<file path="config.mk">
export PLATFORM = sky130hd
export DESIGN_NAME = cic4_decim8
export DESIGN_NICKNAME = d
export VERILOG_FILES = /design/src/rtl/cic_pkg.sv /design/src/rtl/cic_phase_counter.sv /design/src/rtl/cic_integrator_chain.sv /design/src/rtl/cic_comb_chain.sv /design/src/rtl/cic4_decim8.sv
export SDC_FILE = /design/constraint.sdc
export NUM_CORES = 1
export LEC_CHECK = 0
export ABC_AREA = 1
export BUFFER_PORTS_ARGS = -buffer_cell sky130_fd_sc_hd__buf_2
export CORE_MARGIN = 1
export CORE_UTILIZATION = 47
export DETAILED_ROUTE_END_ITERATION = 8
export GPL_ROUTABILITY_DRIVEN = 0
export GPL_TIMING_DRIVEN = 0
export PLACE_DENSITY = 0.69
export SYNTH_ARGS = -nofsm -noshare
export SYNTH_HDL_FRONTEND = slang
export SYNTH_HIERARCHICAL = 1
export SYNTH_SLANG_ARGS = --single-unit
export TNS_END_PERCENT = 1
</file>
<file path="constraint.sdc">
create_clock -name clk -period 25.9 [get_ports clk]
set_input_delay 1.295 -clock clk [delete_from_list [all_inputs] [get_ports clk]]
set_output_delay 1.295 -clock clk [all_outputs]
set_load 0.01 [all_outputs]
</file>
<file path="src/rtl/cic_pkg.sv">
package cic_pkg;

  localparam int unsigned SAMPLE_W_DEF   = 4;
  localparam int unsigned STAGES_DEF     = 4;
  localparam int unsigned RATIO_LOG2_DEF = 3;

  function automatic int unsigned acc_width(int unsigned sample_w,
                                            int unsigned stages,
                                            int unsigned ratio_log2);
    return sample_w + stages * ratio_log2;
  endfunction

  typedef enum logic {
    OUT_EMPTY = 1'b0,
    OUT_FULL  = 1'b1
  } out_state_e;

endpackage

</file>
<file path="src/rtl/cic_phase_counter.sv">
module cic_phase_counter #(
  parameter int unsigned RATIO_LOG2 = 3
) (
  input  logic clk,
  input  logic rst_n,
  input  logic advance,
  output logic at_last
);

  logic [RATIO_LOG2-1:0] phase_q;

  assign at_last = (phase_q == {RATIO_LOG2{1'b1}});

  always_ff @(posedge clk or negedge rst_n) begin
    if (!rst_n) begin
      phase_q <= '0;
    end else if (advance) begin
      phase_q <= phase_q + 1'b1;
    end
  end

endmodule

</file>
<file path="src/rtl/cic_integrator_chain.sv">
module cic_integrator_chain #(
  parameter int unsigned SAMPLE_W = 4,
  parameter int unsigned ACC_W    = 16,
  parameter int unsigned STAGES   = 4
) (
  input  logic                       clk,
  input  logic                       rst_n,
  input  logic                       en,
  input  logic signed [SAMPLE_W-1:0] din,
  output logic signed [ACC_W-1:0]    dout
);

  localparam int unsigned EXT_W = ACC_W - SAMPLE_W;

  logic signed [ACC_W-1:0] acc_q   [STAGES];
  logic signed [ACC_W-1:0] partial [STAGES+1];

  assign partial[0] = {{EXT_W{din[SAMPLE_W-1]}}, din};

  for (genvar g = 0; g < STAGES; g++) begin : g_stage
    assign partial[g+1] = acc_q[g] + partial[g];

    always_ff @(posedge clk or negedge rst_n) begin
      if (!rst_n) begin
        acc_q[g] <= '0;
      end else if (en) begin
        acc_q[g] <= partial[g+1];
      end
    end
  end

  assign dout = partial[STAGES];

endmodule

</file>
<file path="src/rtl/cic_comb_chain.sv">
module cic_comb_chain #(
  parameter int unsigned ACC_W  = 16,
  parameter int unsigned STAGES = 4
) (
  input  logic                    clk,
  input  logic                    rst_n,
  input  logic                    en,
  input  logic signed [ACC_W-1:0] din,
  output logic signed [ACC_W-1:0] dout
);

  logic signed [ACC_W-1:0] dly_q [STAGES];
  logic signed [ACC_W-1:0] diff  [STAGES+1];

  assign diff[0] = din;

  for (genvar g = 0; g < STAGES; g++) begin : g_stage
    assign diff[g+1] = diff[g] - dly_q[g];

    always_ff @(posedge clk or negedge rst_n) begin
      if (!rst_n) begin
        dly_q[g] <= '0;
      end else if (en) begin
        dly_q[g] <= diff[g];
      end
    end
  end

  assign dout = diff[STAGES];

endmodule

</file>
<file path="src/rtl/cic4_decim8.sv">
module cic4_decim8 #(
  parameter int unsigned SAMPLE_W   = cic_pkg::SAMPLE_W_DEF,
  parameter int unsigned STAGES     = cic_pkg::STAGES_DEF,
  parameter int unsigned RATIO_LOG2 = cic_pkg::RATIO_LOG2_DEF,
  localparam int unsigned ACC_W     = cic_pkg::acc_width(SAMPLE_W, STAGES, RATIO_LOG2)
) (
  input  logic                clk,
  input  logic                rst_n,
  input  logic                in_valid,
  output logic                in_ready,
  input  logic [SAMPLE_W-1:0] in_data,
  output logic                out_valid,
  input  logic                out_ready,
  output logic [ACC_W-1:0]    out_data
);

  import cic_pkg::*;

  out_state_e              state_q;
  logic                    take;
  logic                    phase_end;
  logic                    dump;
  logic signed [ACC_W-1:0] integ_out;
  logic signed [ACC_W-1:0] comb_out;
  logic [ACC_W-1:0]        hold_q;

  assign in_ready = (state_q == OUT_EMPTY) || out_ready;
  assign take     = in_valid && in_ready;
  assign dump     = take && phase_end;

  cic_phase_counter #(
    .RATIO_LOG2(RATIO_LOG2)
  ) u_phase (
    .clk    (clk),
    .rst_n  (rst_n),
    .advance(take),
    .at_last(phase_end)
  );

  cic_integrator_chain #(
    .SAMPLE_W(SAMPLE_W),
    .ACC_W   (ACC_W),
    .STAGES  (STAGES)
  ) u_integ (
    .clk  (clk),
    .rst_n(rst_n),
    .en   (take),
    .din  ($signed(in_data)),
    .dout (integ_out)
  );

  cic_comb_chain #(
    .ACC_W (ACC_W),
    .STAGES(STAGES)
  ) u_comb (
    .clk  (clk),
    .rst_n(rst_n),
    .en   (dump),
    .din  (integ_out),
    .dout (comb_out)
  );

  always_ff @(posedge clk or negedge rst_n) begin
    if (!rst_n) begin
      state_q <= OUT_EMPTY;
      hold_q  <= '0;
    end else if (dump) begin
      state_q <= OUT_FULL;
      hold_q  <= comb_out;
    end else if (out_ready) begin
      state_q <= OUT_EMPTY;
    end
  end

  assign out_valid = (state_q == OUT_FULL);
  assign out_data  = hold_q;

endmodule

</file>
==> results.json, run 1 <==
{
  "synth_area_um2": 11670,
  "ys_async_sr_fraction_pct": 100.0,
  "initial_core_util_pct": 47.98,
  "synthAdderAreaFrac_pct": 14.78,
  "ff_latch_area_um2": 3704,
  "maxSlewViolCount": 0,
  "yosysMostFrequentCell": "nand2_1",
  "fp-row-count": 57,
  "finalClockSkew_ns": 0.01233,
  "h-tree-depth": 4,
  "cts_setup_buffers": 0,
  "worstHoldPathType": "flop to flop",
  "drive_above_1_share_pct": 10.38,
  "status": "complete, no violations",
  "rrSetupSlack_ns": 16.49,
  "slowest_delay_ns": 0.42,
  "synth_compound_area_share_pct": 13.48,
  "min_period_ns": 9.987,
  "finalSetupViolCount": 0,
  "post-route-util_pct": 52.73,
  "hold_viol": 0,
  "r2r_end": "out_data[15]",
  "final_area_um2": 12820,
  "grt_max_degree": 108,
  "syn_inst": 1504,
  "vias": 9660,
  "grt_overflow": 0,
  "worstSetupPathType": "input port to flop",
  "rr_startpoint": "u_integ/acc_q[48]",
  "max-slew-margin-rel_pct": 48.82,
  "clkLatencyLatePin_ns": 0.43,
  "synth.largest_area_cell": "dfrtp_1",
  "cts_buffers": 17,
  "grt_pass1_vias": 9905,
  "synth_cell_types": 52,
  "nFillCells": 2278,
  "synthTopCellsByArea": "dfrtp_1, nand2_1, ha_1",
  "dr.pass1.iters": 5,
  "wl_per_cell_um": 13.42,
  "grt_pass1_wl_um": 44790,
  "drt_iter0_drc": 407,
  "die_h_um": 159.6,
  "cts.clk_slew.worst_paths_ns": 0.06,
  "min-delay-start": "out_data[3]",
  "worst_ep_arrival_time_ns": 10.30,
  "dieArea_um2": 25460,
  "ios": 26,
  "cts_root_buffer": "clkbuf_16",
  "synth_ff_type": "dfrtp_1",
  "ys_seq_area_share_pct": 31.74,
  "die_w_um": 159.6,
  "syn2layout_area_growth_pct": 9.920,
  "start_kind": "input port",
  "dpl-instance-area_um2": 12230,
  "cts_max_path_buffers": 2,
  "drc": 0,
  "cts_resized": 0,
  "cp_max_fo": 6,
  "cts_tree": "built",
  "synth_top_family_by_area": "simple AND/OR/NAND/NOR gates",
  "syn-mean-instance-area_um2": 7.758,
  "ys_warn_count": 6,
  "layout.nets": 1689,
  "port_buffers": 24,
  "holdBufCountCts": 0,
  "worstPathRequired_ns": 26.22,
  "yosys.area_share.simple_pct": 22.07,
  "hold_path_end": "out_data[3]",
  "rsz0062_at_grt": "false",
  "antenna_found_initial": 0,
  "finalSetupTns_ns": 0,
  "crit_path_frequent_cell": "nand2_1",
  "synth-xor-area-share_pct": 7.968,
  "worst_slew_pin_slew_ns": 0.7678,
  "yosysTopAreaCellShare_pct": 31.74,
  "holdPathStages": 2,
  "synth_edf_count": 0,
  "max_cap_violations": 0,
  "diodes": 0,
  "drt_wl_total_um": 25290,
  "syn_nets": 1645,
  "worstRegToRegCells": 53,
  "multi_input_area_um2": 6802,
  "dp_hpwl_um": 19190,
  "drt-vias-per-instance": 5.125,
  "crit_slowest_cell": "fa_1",
  "ys_ff_latch": 148,
  "fin_crit_sh_pct": 38.56,
  "worst_setup_path_end_kind": "flop",
  "core_area_um2": 24320,
  "max_freq_mhz": 100.1,
  "synth.area.mux_share_pct": 0,
  "synth_commonest_cells": "nand2_1, inv_1, dfrtp_1",
  "postRouteAntennaNets": 0,
  "grt_usage_pct": 21.26,
  "cts_sinks": 148
}
-- critical path: cells and delay by family --
family / cells / cell delay [ns]
buf+inv: 7 / 0.62
fa+ha+maj: 9 / 3.04
simple gates: 16 / 1.48
xor+xnor: 7 / 1.34
compound gates: 15 / 2.52
-- worst max-delay path by stage --
stage,start,end,cells past startpoint
global route,in_data[0],out_data[15],54
floorplan,in_data[0],out_data[15],53
global placement,in_data[0],out_data[15],54
finish,in_data[0],out_data[15],54
CTS,in_data[0],out_data[15],54
detailed placement,in_data[0],out_data[15],54
-- area by class of cell --
type / count / share of cell area [%]
timing repair buffer: 25 / 1.229
multi-input combinational: 1094 / 53.03
buffer: 66 / 3.327
clock buffer: 18 / 3.424
clock inverter: 14 / 1.210
inverter: 196 / 5.737
tap: 324 / 3.161
sequential: 148 / 28.88
-- placed cells by master (no fill, tap or decap), types with 8 or more instances in the layout --
master / instances
nand3_2: 8
clkbuf_1: 18
nor2_1: 31
a21oi_1: 92
inv_1: 188
buf_2: 24
nand3_1: 57
xnor2_1: 30
a31oi_1: 15
nor3_1: 10
nand4_1: 21
ha_1: 125
o21ai_0: 89
buf_1: 8
a21o_1: 8
fa_1: 8
dfrtp_1: 148
nand2_1: 423
o21bai_1: 11
nand2_2: 16
buf_4: 33
o21ai_2: 9
o21ai_1: 19
clkbuf_16: 17
xor2_1: 73
-- kinds of logic after synthesis --
family	after synthesis
AOI/OAI and AO/OA	270
xor gates and xnor gates	104
DFF	148
and+or+nand+nor	587
adders and majority gates	133
buffers and inverters	262
-- sequential cells by signal, indices dropped and copies added, names as in the netlist --
register and count:
out_valid 1, u_phase/phase_q 3, out_data 16, u_comb/dly_q 64, u_integ/acc_q 64
-- metal layers --
metal / track usage (%) / part of all wire, %
met1: 24.46 / 44
met2: 39.66 / 51
met3: 2.839 / 2.0
met4: 8.129 / 2.5
met5: 0 / 0
-- stage by stage --
stage,hold slack (ns),setup slack [ns],instances
finish,0.4628,15.91,1885
global route,0.4860,15.03,1885
CTS,0.4688,15.92,1885
detailed placement,0.4529,15.52,1853
global placement,0.4503,15.65,1852
floorplan,0.4455,16.69,1504
Power of run 1 is not shown: default switching activity piles up to over one toggle a cycle in this logic, so the estimate is an artifact.
==> run 2: changes to the inputs <==
==> constraint.sdc (replaced) <==
create_clock -name clk -period 9.3 [get_ports clk]
set_input_delay 0.465 -clock clk [delete_from_list [all_inputs] [get_ports clk]]
set_output_delay 0.465 -clock clk [all_outputs]
set_load 0.01 [all_outputs]
==> results.json, run 2 (synthesized netlist as in run 1, its figures left out) <==
{
  "gr-usage-met1_pct": 24.45,
  "worstHoldPathType": "input port to flop",
  "worst_ep_arrival_time_ns": 9.25,
  "worstPathRequired_ns": 9.62,
  "multi_input_area_um2": 7440,
  "maxSlewViolCount": 0,
  "hold_slack_ns": 0.3215,
  "cts.clk_slew.worst_paths_ns": 0.07,
  "cts_tree": "built",
  "grt_pass1_wl_um": 44860,
  "critPathBufInv": 7,
  "max_freq_mhz": 111.9,
  "worst_setup_path_end_kind": "flop",
  "cts_buffers": 17,
  "drive_above_1_share_pct": 16.92,
  "layout_common_cells": "nand2_1, inv_1, dfrtp_1",
  "dr.pass1.iters": 5,
  "drt_wl_total_um": 26850,
  "grt_use_met2_pct": 39.78,
  "nFillCells": 2167,
  "slowest_delay_ns": 0.45,
  "vias": 9883,
  "antenna_found_initial": 0,
  "die_h_um": 159.6,
  "cts_root_buffer": "clkbuf_16",
  "dp_hpwl_um": 19190,
  "crit_path_frequent_cell": "ha_4",
  "h-tree-depth": 4,
  "max-slew-margin-rel_pct": 50.08,
  "initial_core_util_pct": 47.98,
  "min_period_ns": 8.936,
  "grt_max_degree": 108,
  "status": "complete, no violations",
  "top_usage_layer": "met2",
  "start_kind": "flop",
  "die_w_um": 159.6,
  "worst_slew_pin_slew_ns": 0.7488,
  "drt-vias-per-instance": 5.180,
  "cts_max_path_buffers": 2,
  "cts_sinks": 148,
  "grt_usage_pct": 21.29,
  "postRouteAntennaNets": 0,
  "syn2layout_area_growth_pct": 16.89,
  "clkLatencyLatePin_ns": 0.43,
  "met3_usage_pct": 2.839,
  "finalSetupViolCount": 0,
  "diodes": 0,
  "grt_overflow": 0,
  "drc": 0,
  "max_cap_violations": 0,
  "wl_per_cell_um": 14.07,
  "core_area_um2": 24320,
  "final_common_cell": "nand2_1",
  "fp-row-count": 57,
  "hold_viol": 0,
  "grt_pass1_vias": 9928,
  "dieArea_um2": 25460,
  "layout.nets": 1712,
  "critPathTopFamily": "adder cells",
  "ff_latch_area_um2": 3704,
  "worstSetupPathType": "flop to flop",
  "finalClockSkew_ns": 0.01413,
  "cp_max_fo": 5,
  "crit_slowest_cell": "fa_2",
  "fin_crit_sh_pct": 96.09,
  "drt_iter0_drc": 436,
  "ios": 26,
  "port_buffers": 24
}
run 2: changes by cell type in the layout (fill, tap and decap cells not counted), sizes merged:
cell,previous run,this run
buf,73,95
dlygate4sd3,0,1
run 2: final cells by class:
class                           instances  area share (%)
Clock inverter                         14           1.138
Tap cell                              324           2.972
Inverter                              196           5.394
Buffer                                 66           3.128
Sequential cell                       148           27.16
Clock buffer                           18           3.220
Timing Repair Buffer                   48           2.440
Multi-Input combinational cell       1094           54.55
run 2: worst register-to-register path: cells and delay by family (launching register included):
family | cells | cell delay, ns
flip-flops | 1 | 0.36
buffers and inverters | 7 | 0.69
AND/OR/NAND/NOR | 12 | 1.29
adder cells (fa/ha/maj) | 9 | 2.66
XOR/XNOR | 7 | 1.52
AO/OA/AOI/OAI | 15 | 2.33
run 2: path summary, 6_finish.rpt:
kind	depth (start not counted)	from	end	slack (ns)
max	50	u_integ/acc_q[48]	out_data[15]	0.36
min	3	in_valid	out_data[10]	0.32
max reg2reg	50	u_integ/acc_q[48]	out_data[15]	0.36
min reg2reg	2	out_data[12]	out_data[12]	0.46
max in group asynchronous	3	rst_n	u_integ/acc_q[42]	7.89
min in group asynchronous	2	rst_n	u_comb/dly_q[33]	0.52
run 2: layer usage:
layer	vias to the layer above	share of wire, %
li1	4986	-
met1	4699	43
met2	149	52
met3	49	2.4
met4	0	2.5
met5	-	0
run 2: what timing repair did:
action / in CTS / in global routing
hold buffers: 1 / 0
hold endpoints to repair: 41 / 0
setup endpoints to repair: 1 / 4
pin swaps: 0 / 42
setup buffers: 0 / 22
gates resized for setup: 3 / 110
run 2: metrics by stage:
step           std cells  setup TNS (ns)  utilization, %  area, um^2  setup WS (ns)
3_5_place_dp        1853         -0.2494           50.29       12230        -0.2494
2_1_floorplan       1504               0               -       11670         0.9207
6_report            1908               0           56.08       13640         0.3640
4_1_cts             1886               0           52.82       12840        0.03533
5_1_grt             1908         -0.2282           56.08       13640        -0.1519
3_3_place_gp        1852         -0.1195           50.14       12190        -0.1195
Power of run 2 is left out for the same reason.
==> run 3: changes to the inputs <==
--- a/config.mk
+++ b/config.mk
@@ -7,11 +7,10 @@
 export LEC_CHECK = 0
 export ABC_AREA = 1
 export BUFFER_PORTS_ARGS = -buffer_cell sky130_fd_sc_hd__buf_2
-export CORE_MARGIN = 1
+export CORE_MARGIN = 3
 export CORE_UTILIZATION = 47
 export DETAILED_ROUTE_END_ITERATION = 8
 export GPL_ROUTABILITY_DRIVEN = 0
-export GPL_TIMING_DRIVEN = 0
 export PLACE_DENSITY = 0.69
 export SYNTH_ARGS = -nofsm -noshare
 export SYNTH_HDL_FRONTEND = slang
==> results.json, run 3 (synthesized netlist as in run 1, its figures left out) <==
{
  "wl_per_cell_um": 13.01,
  "max-slew-margin-rel_pct": 31.39,
  "dieArea_um2": 26750,
  "cts_buffers": 17,
  "grt_use_met2_pct": 34.54,
  "clkLatencyLatePin_ns": 0.43,
  "worst_ep_arrival_time_ns": 8.88,
  "drive_above_1_share_pct": 11.47,
  "maxSlewViolCount": 0,
  "fin_crit_sh_pct": 91.99,
  "h-tree-depth": 4,
  "crit_slowest_cell": "fa_2",
  "met3_usage_pct": 3.525,
  "start_kind": "flop",
  "worst_slew_pin_slew_ns": 1.023,
  "gr-usage-met1_pct": 21.25,
  "cp_max_fo": 6,
  "final_area_um2": 12740,
  "top_usage_layer": "met2",
  "drt_iter0_drc": 508,
  "vias": 9384,
  "holdBufCountCts": 0,
  "nFillCells": 2271,
  "die_h_um": 163.6,
  "core_area_um2": 24390,
  "cts.clk_slew.worst_paths_ns": 0.07,
  "max_cap_violations": 0,
  "drt-vias-per-instance": 5.122,
  "final_common_cell": "nand2_1",
  "dp_hpwl_um": 16840,
  "antenna_found_initial": 0,
  "max_freq_mhz": 116.9,
  "dpl-instance-area_um2": 11820,
  "drt_wl_total_um": 23830,
  "fp-row-count": 57,
  "postRouteAntennaNets": 0,
  "grt_pass1_vias": 9383,
  "syn2layout_area_growth_pct": 9.233,
  "finalSetupViolCount": 0,
  "min_period_ns": 8.555,
  "worstSetupPathType": "flop to flop",
  "worstHoldPathType": "input port to async pin",
  "grt_max_degree": 93,
  "grt_pass1_wl_um": 41170,
  "finalClockSkew_ns": 0.01206,
  "worstPathRequired_ns": 9.62,
  "cts_root_buffer": "clkbuf_16",
  "grt_overflow": 0,
  "initial_core_util_pct": 47.84,
  "cts_max_path_buffers": 2,
  "grt_usage_pct": 18.42,
  "slowest_delay_ns": 0.47,
  "cts_tree": "built",
  "port_buffers": 25,
  "crit_path_frequent_cell": "nand2_1",
  "die_w_um": 163.6,
  "drc": 0,
  "layout_common_cells": "nand2_1, inv_1, dfrtp_1",
  "diodes": 0,
  "cts_sinks": 148,
  "worst_setup_path_end_kind": "flop",
  "dr.pass1.iters": 5,
  "layout.nets": 1636,
  "status": "complete, no violations",
  "ios": 26,
  "hold_viol": 0
}
run 3: cell count changes in the layout (fill, tap and decap cells not counted), moves of 8 or more:
cell / delta
buf_4: -42
clkbuf_1: -17
a21oi_1: +12
ha_1: +12
ha_4: -11
a21oi_2: -10
buf_1: -8
run 3: layer usage:
metal / vias to the layer above / wire length, um
li1: 4837 / -
met1: 4382 / 10670
met2: 134 / 12020
met3: 31 / 757
met4: 0 / 380
met5: - / 0
run 3: area by class of cell:
type                       count  area (um^2)  share of cell area [%]
tap                          324        405.4                   3.181
sequential                   148         3704                   29.06
inverter                     196        735.7                   5.773
clock inverter                13        157.7                   1.237
timing repair buffer          38        229.0                   1.797
clock buffer                  19        442.9                   3.475
multi-input combinational   1094         7071                   55.48
run 3: path summary, 6_finish.rpt:
check	start	to	slack, ns	cells past startpoint
worst min register to register	out_data[10]	out_data[10]	0.46	2
max in group asynchronous	rst_n	u_integ/acc_q[46]	7.79	2
worst min-delay path	rst_n	u_comb/dly_q[17]	0.09	1
min in group clk	in_data[0]	u_integ/acc_q[48]	0.42	4
worst max register to register	u_integ/acc_q[48]	out_data[15]	0.74	46
worst max-delay path	u_integ/acc_q[48]	out_data[15]	0.74	46
run 3: per-stage QoR:
| step | hold WS, ns | std cells | setup slack (ns) | util (%) | TNS [ns] |
|---|---|---|---|---|---|
| 6_report | 0.08638 | 1832 | 0.7445 | 52.25 | 0 |
| 5_1_grt | 0.1384 | 1832 | -0.05229 | 52.25 | -0.05229 |
| 4_1_cts | 0.1072 | 1824 | 0.3812 | 50.91 | 0 |
| 3_5_place_dp | 0.4526 | 1792 | 0.2040 | 48.45 | 0 |
| 3_3_place_gp | 0.4484 | 1792 | 0.3778 | 48.45 | 0 |
| 2_1_floorplan | 0.1694 | 1504 | 0.9207 | - | 0 |
run 3: critical path, delay by kind of cell (launching register included):
kind / cells / cell delay [ns]
flip-flops: 1 / 0.38
buffers and inverters: 6 / 0.49
adder cells (fa/ha/maj): 9 / 3.17
AO/OA/AOI/OAI: 9 / 1.66
XOR/XNOR: 6 / 1.11
AND/OR/NAND/NOR: 16 / 1.60
run 3: repair_timing:
action	4_1_cts	5_1_grt
resized for setup	0	49
endpoints found under the setup margin	0	4
setup buffers	0	8
endpoints found under the hold margin	0	0
Power of run 3 is left out for the same reason.
